**src/rtl/bar_pkg.sv**
```systemverilog
`timescale 1ns/1ps
package bar_pkg;

  localparam int NUM_SLOTS     = 6;
  localparam int SLOT_BASE_IDX = 4;   // dword index of slot 0 (byte 10h)
  localparam int ROM_IDX       = 12;  // dword index of ROM register (byte 30h)

  // two-bit per-slot kind encoding used by the top-level parameter
  localparam logic [1:0] KIND_NONE  = 2'd0;
  localparam logic [1:0] KIND_MEM32 = 2'd1;
  localparam logic [1:0] KIND_MEM64 = 2'd2;
  localparam logic [1:0] KIND_IO    = 2'd3;

  typedef enum logic [2:0] {
    ROLE_OFF,
    ROLE_MEM32,
    ROLE_MEM64LO,
    ROLE_MEM64HI,
    ROLE_IO
  } slot_role_e;

  // Resolve what a slot does from the full kind vector: an odd slot that
  // follows a 64-bit start becomes the upper half regardless of its own kind.
  function automatic slot_role_e role_of(input logic [2*NUM_SLOTS-1:0] kinds,
                                         input int idx);
    logic [1:0] k;
    k = kinds[2*idx +: 2];
    if (idx % 2 == 1) begin
      if (kinds[2*(idx-1) +: 2] == KIND_MEM64) return ROLE_MEM64HI;
    end
    case (k)
      KIND_MEM32: return ROLE_MEM32;
      KIND_MEM64: return ROLE_MEM64LO;
      KIND_IO:    return ROLE_IO;
      default:    return ROLE_OFF;
    endcase
  endfunction

endpackage

```
**src/rtl/bar_slot.sv**
```systemverilog
`timescale 1ns/1ps
module bar_slot
  import bar_pkg::*;
#(
  parameter slot_role_e ROLE      = ROLE_OFF,
  parameter int         SIZE_LOG2 = 4,
  parameter bit         PREF      = 1'b0
) (
  input  logic        clk,
  input  logic        rst_n,
  input  logic        wr_en,
  input  logic [3:0]  be,
  input  logic [31:0] wdata,
  output logic [31:0] rdata_o,
  output logic [31:0] addr_o
);

  // bits software may change
  localparam logic [31:0] WMASK =
    (ROLE == ROLE_OFF)     ? 32'h0000_0000 :
    (ROLE == ROLE_MEM64HI) ? 32'hFFFF_FFFF :
                             (32'hFFFF_FFFF << SIZE_LOG2);

  // hardwired attribute bits merged into reads
  localparam logic [31:0] ATTR =
    (ROLE == ROLE_IO)      ? 32'h0000_0001 :
    (ROLE == ROLE_MEM32)   ? {28'h0, PREF, 3'b000} :
    (ROLE == ROLE_MEM64LO) ? {28'h0, PREF, 3'b100} :
                             32'h0000_0000;

  logic [31:0] lane_m;
  logic [31:0] q;

  always_comb begin
    for (int k = 0; k < 4; k++) lane_m[k*8 +: 8] = {8{be[k]}};
  end

  always_ff @(posedge clk or negedge rst_n) begin
    if (!rst_n) begin
      q <= '0;
    end else if (wr_en) begin
      q <= (q & ~(lane_m & WMASK)) | (wdata & lane_m & WMASK);
    end
  end

  assign addr_o  = q;
  assign rdata_o = q | ATTR;

  // a full-lane write lands exactly the writable part of the data
  a_r4_full_write: assert property (@(posedge clk) disable iff (!rst_n)
    (wr_en && be == 4'hF) |=> (q == ($past(wdata) & WMASK)));

  for (genvar k = 0; k < 4; k++) begin : g_lane_chk
    // disabled lanes keep their contents
    a_r9_lane_hold: assert property (@(posedge clk) disable iff (!rst_n)
      (wr_en && !be[k]) |=> $stable(q[k*8 +: 8]));
  end

endmodule

```
**src/rtl/bar_rom.sv**
```systemverilog
`timescale 1ns/1ps
module bar_rom #(
  parameter bit PRESENT   = 1'b1,
  parameter int SIZE_LOG2 = 11
) (
  input  logic        clk,
  input  logic        rst_n,
  input  logic        wr_en,
  input  logic [3:0]  be,
  input  logic [31:0] wdata,
  output logic [31:0] rdata_o,
  output logic [31:0] base_o,
  output logic        en_o
);

  localparam logic [31:0] WMASK =
    PRESENT ? ((32'hFFFF_FFFF << SIZE_LOG2) | 32'h1) : 32'h0;

  logic [31:0] lane_m;
  logic [31:0] q;

  always_comb begin
    for (int k = 0; k < 4; k++) lane_m[k*8 +: 8] = {8{be[k]}};
  end

  always_ff @(posedge clk or negedge rst_n) begin
    if (!rst_n) begin
      q <= '0;
    end else if (wr_en) begin
      q <= (q & ~(lane_m & WMASK)) | (wdata & lane_m & WMASK);
    end
  end

  assign rdata_o = q;
  assign base_o  = {q[31:1], 1'b0};
  assign en_o    = q[0];

  // decode enable only turns on through a write setting bit 0
  a_r8_en_from_write: assert property (@(posedge clk) disable iff (!rst_n)
    $rose(en_o) |-> $past(wr_en && be[0] && wdata[0]));

endmodule

```
**src/rtl/bar_rdmux.sv**
```systemverilog
`timescale 1ns/1ps
module bar_rdmux
  import bar_pkg::*;
#(
  parameter int AW = 10
) (
  input  logic [AW-1:0]                  addr,
  input  logic [NUM_SLOTS-1:0][31:0]     slot_rd,
  input  logic [31:0]                    rom_rd,
  output logic [31:0]                    rdata
);

  always_comb begin
    rdata = '0;
    for (int i = 0; i < NUM_SLOTS; i++) begin
      if (addr == AW'(SLOT_BASE_IDX + i)) rdata = slot_rd[i];
    end
    if (addr == AW'(ROM_IDX)) rdata = rom_rd;
  end

endmodule

```
**src/rtl/ep_bar_bank.sv**
```systemverilog
`timescale 1ns/1ps
module ep_bar_bank
  import bar_pkg::*;
#(
  parameter int                         CFG_AW        = 10,
  // slot n kind at bits [2n+1:2n]: 0 unused, 1 mem32, 2 mem64, 3 io
  parameter logic [2*NUM_SLOTS-1:0]     SLOT_KIND     = {2'd1, 2'd0, 2'd0, 2'd2, 2'd3, 2'd1},
  // slot n log2 size at bits [6n+5:6n]
  parameter logic [6*NUM_SLOTS-1:0]     SLOT_SIZE     = {6'd4, 6'd0, 6'd0, 6'd26, 6'd8, 6'd12},
  parameter logic [NUM_SLOTS-1:0]       SLOT_PREF     = 6'b100100,
  parameter bit                         ROM_PRESENT   = 1'b1,
  parameter int                         ROM_SIZE_LOG2 = 16
) (
  input  logic                     clk,
  input  logic                     rst_n,
  input  logic [CFG_AW-1:0]        cfg_addr,
  input  logic                     cfg_wr_en,
  input  logic [3:0]               cfg_be,
  input  logic [31:0]              cfg_wdata,
  output logic [31:0]              cfg_rdata,
  output logic [NUM_SLOTS*64-1:0]  bar_base_o,
  output logic [NUM_SLOTS*6-1:0]   bar_size_o,
  output logic [31:0]              rom_base_o,
  output logic                     rom_en_o,
  output logic [5:0]               rom_size_o
);

  logic [NUM_SLOTS-1:0]        slot_wr;
  logic [NUM_SLOTS-1:0][31:0]  slot_rd;
  logic [NUM_SLOTS-1:0][31:0]  slot_addr;
  logic [31:0]                 rom_rd;
  logic                        rom_wr;

  for (genvar i = 0; i < NUM_SLOTS; i++) begin : g_slot
    localparam slot_role_e RL = role_of(SLOT_KIND, i);
    localparam int         SZ = int'(SLOT_SIZE[i*6 +: 6]);

    // layout legality, checked at elaboration
    if (RL == ROLE_MEM64LO && (i % 2) != 0) begin : g_bad_odd
      $error("64-bit window must start on an even slot");
    end
    if (RL == ROLE_MEM64HI && SLOT_KIND[2*i +: 2] != KIND_NONE) begin : g_bad_upper
      $error("slot after a 64-bit start must be declared unused");
    end
    if ((RL == ROLE_MEM32 || RL == ROLE_MEM64LO) && (SZ < 4 || SZ > 31)) begin : g_bad_msize
      $error("memory window size out of range");
    end
    if (RL == ROLE_IO && (SZ < 2 || SZ > 31)) begin : g_bad_isize
      $error("io window size out of range");
    end

    assign slot_wr[i] = cfg_wr_en && (cfg_addr == CFG_AW'(SLOT_BASE_IDX + i));

    bar_slot #(
      .ROLE      (RL),
      .SIZE_LOG2 (SZ),
      .PREF      (SLOT_PREF[i])
    ) u_slot (
      .clk     (clk),
      .rst_n   (rst_n),
      .wr_en   (slot_wr[i]),
      .be      (cfg_be),
      .wdata   (cfg_wdata),
      .rdata_o (slot_rd[i]),
      .addr_o  (slot_addr[i])
    );

    if (RL == ROLE_MEM64LO) begin : g_pair
      assign bar_base_o[i*64 +: 64] = {slot_addr[i+1], slot_addr[i]};
      assign bar_size_o[i*6 +: 6]   = 6'(SZ);
      // upper half of exported base tracks the neighbouring slot register
      a_r6_pair_base: assert property (@(posedge clk) disable iff (!rst_n)
        bar_base_o[i*64+32 +: 32] == slot_rd[i+1]);
    end else if (RL == ROLE_MEM32 || RL == ROLE_IO) begin : g_single
      assign bar_base_o[i*64 +: 64] = {32'h0, slot_addr[i]};
      assign bar_size_o[i*6 +: 6]   = 6'(SZ);
    end else begin : g_none
      assign bar_base_o[i*64 +: 64] = 64'h0;
      assign bar_size_o[i*6 +: 6]   = 6'h0;
    end
  end

  if (ROM_PRESENT && (ROM_SIZE_LOG2 < 11 || ROM_SIZE_LOG2 > 31)) begin : g_bad_rom
    $error("ROM size out of range");
  end

  assign rom_wr     = cfg_wr_en && (cfg_addr == CFG_AW'(ROM_IDX));
  assign rom_size_o = ROM_PRESENT ? 6'(ROM_SIZE_LOG2) : 6'h0;

  bar_rom #(
    .PRESENT   (ROM_PRESENT),
    .SIZE_LOG2 (ROM_SIZE_LOG2)
  ) u_rom (
    .clk     (clk),
    .rst_n   (rst_n),
    .wr_en   (rom_wr),
    .be      (cfg_be),
    .wdata   (cfg_wdata),
    .rdata_o (rom_rd),
    .base_o  (rom_base_o),
    .en_o    (rom_en_o)
  );

  bar_rdmux #(.AW(CFG_AW)) u_rdmux (
    .addr    (cfg_addr),
    .slot_rd (slot_rd),
    .rom_rd  (rom_rd),
    .rdata   (cfg_rdata)
  );

  // an index outside the bank never returns data
  a_r1_unmapped_zero: assert property (@(posedge clk) disable iff (!rst_n)
    (cfg_addr < CFG_AW'(SLOT_BASE_IDX) || cfg_addr > CFG_AW'(ROM_IDX)) |-> cfg_rdata == 32'h0);

endmodule

```
**config.mk**
```make
export PLATFORM = sky130hd
export DESIGN_NAME = ep_bar_bank
export DESIGN_NICKNAME = d
export VERILOG_FILES = /design/src/rtl/bar_pkg.sv /design/src/rtl/bar_slot.sv /design/src/rtl/bar_rom.sv /design/src/rtl/bar_rdmux.sv /design/src/rtl/ep_bar_bank.sv
export SDC_FILE = /design/constraint.sdc
export NUM_CORES = 1
export LEC_CHECK = 0
export ABC_AREA = 1
export BUFFER_PORTS_ARGS = -buffer_cell sky130_fd_sc_hd__buf_4
export CELL_PAD_IN_SITES_DETAIL_PLACEMENT = 1
export CELL_PAD_IN_SITES_GLOBAL_PLACEMENT = 1
export CORE_AREA = 8 8 206 208
export DETAILED_ROUTE_END_ITERATION = 10
export DIE_AREA = 0 0 214 216
export PLACE_DENSITY = 0.69
export SLEW_MARGIN = 15
export SYNTH_ARGS = -nofsm -noshare
export SYNTH_HDL_FRONTEND = slang
export SYNTH_SLANG_ARGS = --single-unit
```
**constraint.sdc**
```tcl
create_clock -name clk -period 2.6 [get_ports clk]
set_input_delay 0.26 -clock clk [delete_from_list [all_inputs] [get_ports clk]]
set_output_delay 0.26 -clock clk [all_outputs]
set_load 0.03 [all_outputs]
```
# [Word level (Yosys, flattened, before mapping)]
# Index checks and enable logic that the tools add are counted.
[classes] eq_ne=7 muxes=7 bitwise_logic=19 n_reduce_logical=6
[ops] operator="bitwise AND 32 bit" n=7
[ops] operator="two-way mux 32 bit" n=7
[ops] operator="inverter 32 bit" n=6
[ops] operator="bitwise OR 32 bit" n=6
[ops] operator="== test 10 x 3 -> 1 bit, second input constant" n=4
[ops] operator="== test 10 x 4 -> 1 bit, second input constant" n=3
[ops] operator="logical AND 1 bit" n=6
[totals] regBits=192 input_bits=49 out_inout_bits=491 word_cells=45

# [Logic depth before layout (Yosys ltp)]
[logic_depth] word_depth=8 mapped_depth=10 depth_no_buf=10

# [Hierarchy]
# A second synthesis with hierarchy kept.
[hier_totals] cells_unflattened=1713 hier_area_um2=12165.4
[modules_own_cells] mod="bar_rdmux" instances=1 cells_per_inst=534 area_per_inst_um2=2416.1 seq_area_each_um2=0.0
[modules_own_cells] mod="ep_bar_bank" instances=1 cells_per_inst=294 area_per_inst_um2=2142.1 seq_area_each_um2=0.0
[modules_own_cells] mod="bar_slot (g_slot[3].u_slot)" instances=1 cells_per_inst=172 area_per_inst_um2=1602.8 seq_area_each_um2=800.8
[modules_own_cells] mod="bar_slot (g_slot[5].u_slot)" instances=1 cells_per_inst=160 area_per_inst_um2=1388.8 seq_area_each_um2=700.7
[modules_own_cells] mod="bar_slot (g_slot[1].u_slot)" instances=1 cells_per_inst=147 area_per_inst_um2=1272.5 seq_area_each_um2=600.6
[modules_own_cells] mod="bar_slot (g_slot[0].u_slot)" instances=1 cells_per_inst=132 area_per_inst_um2=1133.6 seq_area_each_um2=500.5
[modules_own_cells] mod="bar_rom" instances=1 cells_per_inst=124 area_per_inst_um2=1051.0 seq_area_each_um2=425.4
[modules_own_cells] mod="bar_slot (g_slot[2].u_slot)" instances=1 cells_per_inst=85 area_per_inst_um2=674.4 seq_area_each_um2=150.1
[modules_own_cells] mod="bar_slot (g_slot[4].u_slot)" instances=1 cells_per_inst=65 area_per_inst_um2=484.2 seq_area_each_um2=0.0

# [Least setup slack after synthesis]
# OpenSTA, ideal clock, no wires.
[synth_path] kind="input port to output port" start="input cfg_addr[8]" end="output cfg_rdata[30]" t_arrival_ps=1636 required_ps=2340 slack_ps=704 path_stages=9 n_path_buf=1 cell_sequence="inv_2 -> nand2_1 -> nor2_1 -> nand2_1 -> nor2_4 -> inv_2 -> clkbuf_1 -> nor2_1 -> a21oi_1"
[synth_between] elab_chain_cells=8 elab_cells_between_ends=14 cone_classes="7 x eq/ne; 7 x mux"
[synth_rtl] item="start, declared" line="ep_bar_bank.sv:16" rtl="input logic [CFG_AW-1:0] cfg_addr,"
[synth_rtl] item="== test 10 x 3 -> 1 bit" line="bar_rdmux.sv:16" rtl="if (addr == AW'(SLOT_BASE_IDX + i)) rdata = slot_rd[i];"
[synth_rtl] item="two-way mux 32 bit (6 in a row)" line="bar_rdmux.sv:16"
[synth_rtl] item="two-way mux 32 bit (*)" line="bar_rdmux.sv:18" rtl="if (addr == AW'(ROM_IDX)) rdata = rom_rd;"
[synth_rtl] item="end, declared" line="ep_bar_bank.sv:20" rtl="output logic [31:0] cfg_rdata,"
# Every way passes the cells marked *; elsewhere a longest branch is shown, timed or not.

# [Worst setup path after layout]
[layout_path] start="input cfg_addr[6]" end="output cfg_rdata[15]"
# Same word-level chain as after synthesis.

==> results.md <==
- Final setup violation count: 0
- Filler cells: 4879
- CTS Buf Count: 17
- Total grt overflow: 0
- VDD IR-drop max: 0.446 mV
- Synth Warn #: 0
- Clock share of power: 45.5%
- Vias/cell: 3.65
- Top post-synthesis cells by count: 334 x buf_4, 216 x nand2_1, 127 x dfrtp_1
- Clk root buf: clkbuf_16
- Worst-skew pair later-pin latency: 430 ps
- Area Growth Syn to Fin: 18.6%
- DIE AREA: 46200 sq um
- Hold Path Class: in2reg
- Io pins: 540
- Share of cells above drive strength 1: 21.6%
- Synth area leaders: dfrtp_1 38%, buf_4 30%, nand2_1 9.7%
- Die height: 216 um
- Hold buffers post-CTS: 1
- WP data arrival: 2090 ps
- Seq pwr share: 37.6%
- Wire length per cell after detailed routing: 17.3 um
- Reg2Reg Depth: 2
- WP data required: 2340 ps
- Pint: 3550 uW
- Worst Setup Start Kind: input pin
- Most frequent cell after synthesis: buf_4
- Area share of the largest cell type after synthesis: 37.9%
- Initial antenna violation count: 1
- Seq/Total Area, Yosys: 37.9%
- Cell area after synthesis: 8390 sq um
- CP endpoint kind: primary output
- Hold Startpoint: cfg_wdata[3]
- Worst Tran Pin Value: 780 ps
- Gate power share: 16.9%
- Total track usage: 13.4%
- TritonCTS Sinks: 127
- Reg2Reg Setup Slack: 1840 ps
- Drt pass-1 iters: 4
- Final Skew: 0 ps
- Final-stage net count: 1336
- Row count: 73
- Hpwl dp: 24900 um
- Post-Route WL: 31600 um
- Switching power: 1800 uW
- Slew Limit Fails: 0
- Fin. Hold Viols: 0
- CP Max Fanout: 15
- Register bit total from synthesis: 127
- Buffer count from post-CTS setup fixing: 0
- Worst setup path class: in2out
- Maximum clock frequency: 426 MHz
- Initial Util: 21.4%
- Setup TNS: 0 ps
- First-pass GRT wire length: 47700 um
- Post-synth EDFFs: 0
- Max-cap violation count: 0
- TritonCTS clock tree: yes
- GP Congestion: 0.811
- P_leak: 0.00580 uW
- Antenna-violating nets left: 0
- CTS HTree Levels: 4
- Hold Path Stages: 3
- DR vias: 6658
- Die W: 214 um
- Initial drt markers: 227
- Vias in the first global route: 7459
- Pwr/cell area: 537 nW/um^2
- Final period util: 90.3%
- Hold_ws: 55.4 ps
- Switching Fraction: 33.7%
- Average size of a mapped cell: 7.79 sq um
- Largest net degree at the start of global routing: 128
- Area of the core: 39200 sq um
- Max Root-Sink Buffers: 2
- Antenna cells: 0
- Post-CTS Resized: 0
- Synth area leader: dfrtp_1
- Distinct cells, synth: 22
- Synth async-reset ratio: 100%
- RSZ-0062 raised after global routing: false
- Max_slew headroom: 48.0%
- Status: complete, no violations
- Synth Instances: 1077
- Worst-path clk slew: 60 ps
- Min Tclk post-route: 2350 ps
- Most used DFF post-synth: dfrtp_1
- Number of port buffers: 207
- Total power: 5340 uW
- Final Core Density: 25.4%
- # DRC: 0
-- power by group through the flow --
| stage | clock (uW) | combinational [uW] | sequential (uW) |
|---|---|---|---|
| after floorplan | 0 | 1070 | 2070 |
| after global placement | 0 | 878 | 2040 |
| after detailed placement | 0 | 883 | 2040 |
| after CTS | 2520 | 884 | 2010 |
| after global routing | 2600 | 963 | 2010 |
| final | 2430 | 905 | 2010 |
-- worst max path at each step --
stage	slack, ps	end	startpoint
after floorplan	700	cfg_rdata[30]	cfg_addr[8]
after global placement	200	register	cfg_addr[6]
after detailed placement	120	register	cfg_addr[6]
after CTS	190	cfg_rdata[15]	cfg_addr[6]
after global routing	10	cfg_rdata[5]	cfg_addr[7]
final	250	cfg_rdata[15]	cfg_addr[6]
-- through the flow --
step	instances	worst slack, ps	instance area, sq um
after floorplan	1407	704	9630
after global placement	1792	196	9360
after detailed placement	1792	115	9360
after CTS	1824	187	9960
after global routing	1824	12.1	9960
final	1824	253	9960
-- critical path, cell delays in order --
cell	delay, ps
buf_4	110
nor2_1	130
nand2_2	140
nor3_1	240
nand2_1	180
inv_2	380
buf_4	310
nand2_1	90
nand4_1	80
buf_4	160
-- cell type report --
cell class | instances | area (sq um) | share of cell area, %
Multi-Input combinational cell | 832 | 3500 | 35.1
Tap cell | 525 | 657 | 6.60
Sequential cell | 127 | 3180 | 31.9
Clock buffer | 20 | 457 | 4.59
Inverter | 89 | 334 | 3.35
Timing Repair Buffer | 220 | 1700 | 17.1
Clock inverter | 11 | 134 | 1.34
-- layer usage --
layer	track usage (%)	wire length, um	vias up
li1	-	-	3144
met1	14.1	11800	3183
met2	24.1	16400	293
met3	5.33	2710	36
met4	4.23	646	2
met5	0	11	-
-- placed cells by master (no fill, tap or decap), drive strengths merged --
| master | instances |
|---|---|
| nor4 | 1 |
| inv | 91 |
| clkinv | 6 |
| o21ai | 95 |
| conb | 332 |
| dfrtp | 127 |
| clkbuf | 20 |
| nand2 | 225 |
| o2111ai | 1 |
| bufinv | 2 |
| buf | 219 |
| nor3 | 1 |
| nand4 | 16 |
| a21oi | 54 |
| clkinvlp | 1 |
| dlygate4sd3 | 1 |
| nand3 | 31 |
| nor2 | 75 |
| nor3b | 1 |
-- cells by family (layout without fill, tap and decap cells) --
kind of cell / after synthesis / count (layout) / synth area share [%]
other cells: 2 / 332 / 0.0895
compound gates: 150 / 150 / 8.99
flops: 127 / 127 / 37.9
buf+inv: 448 / 340 / 35.3
simple gates: 350 / 350 / 17.8
(Power assumes the default switching activity.)
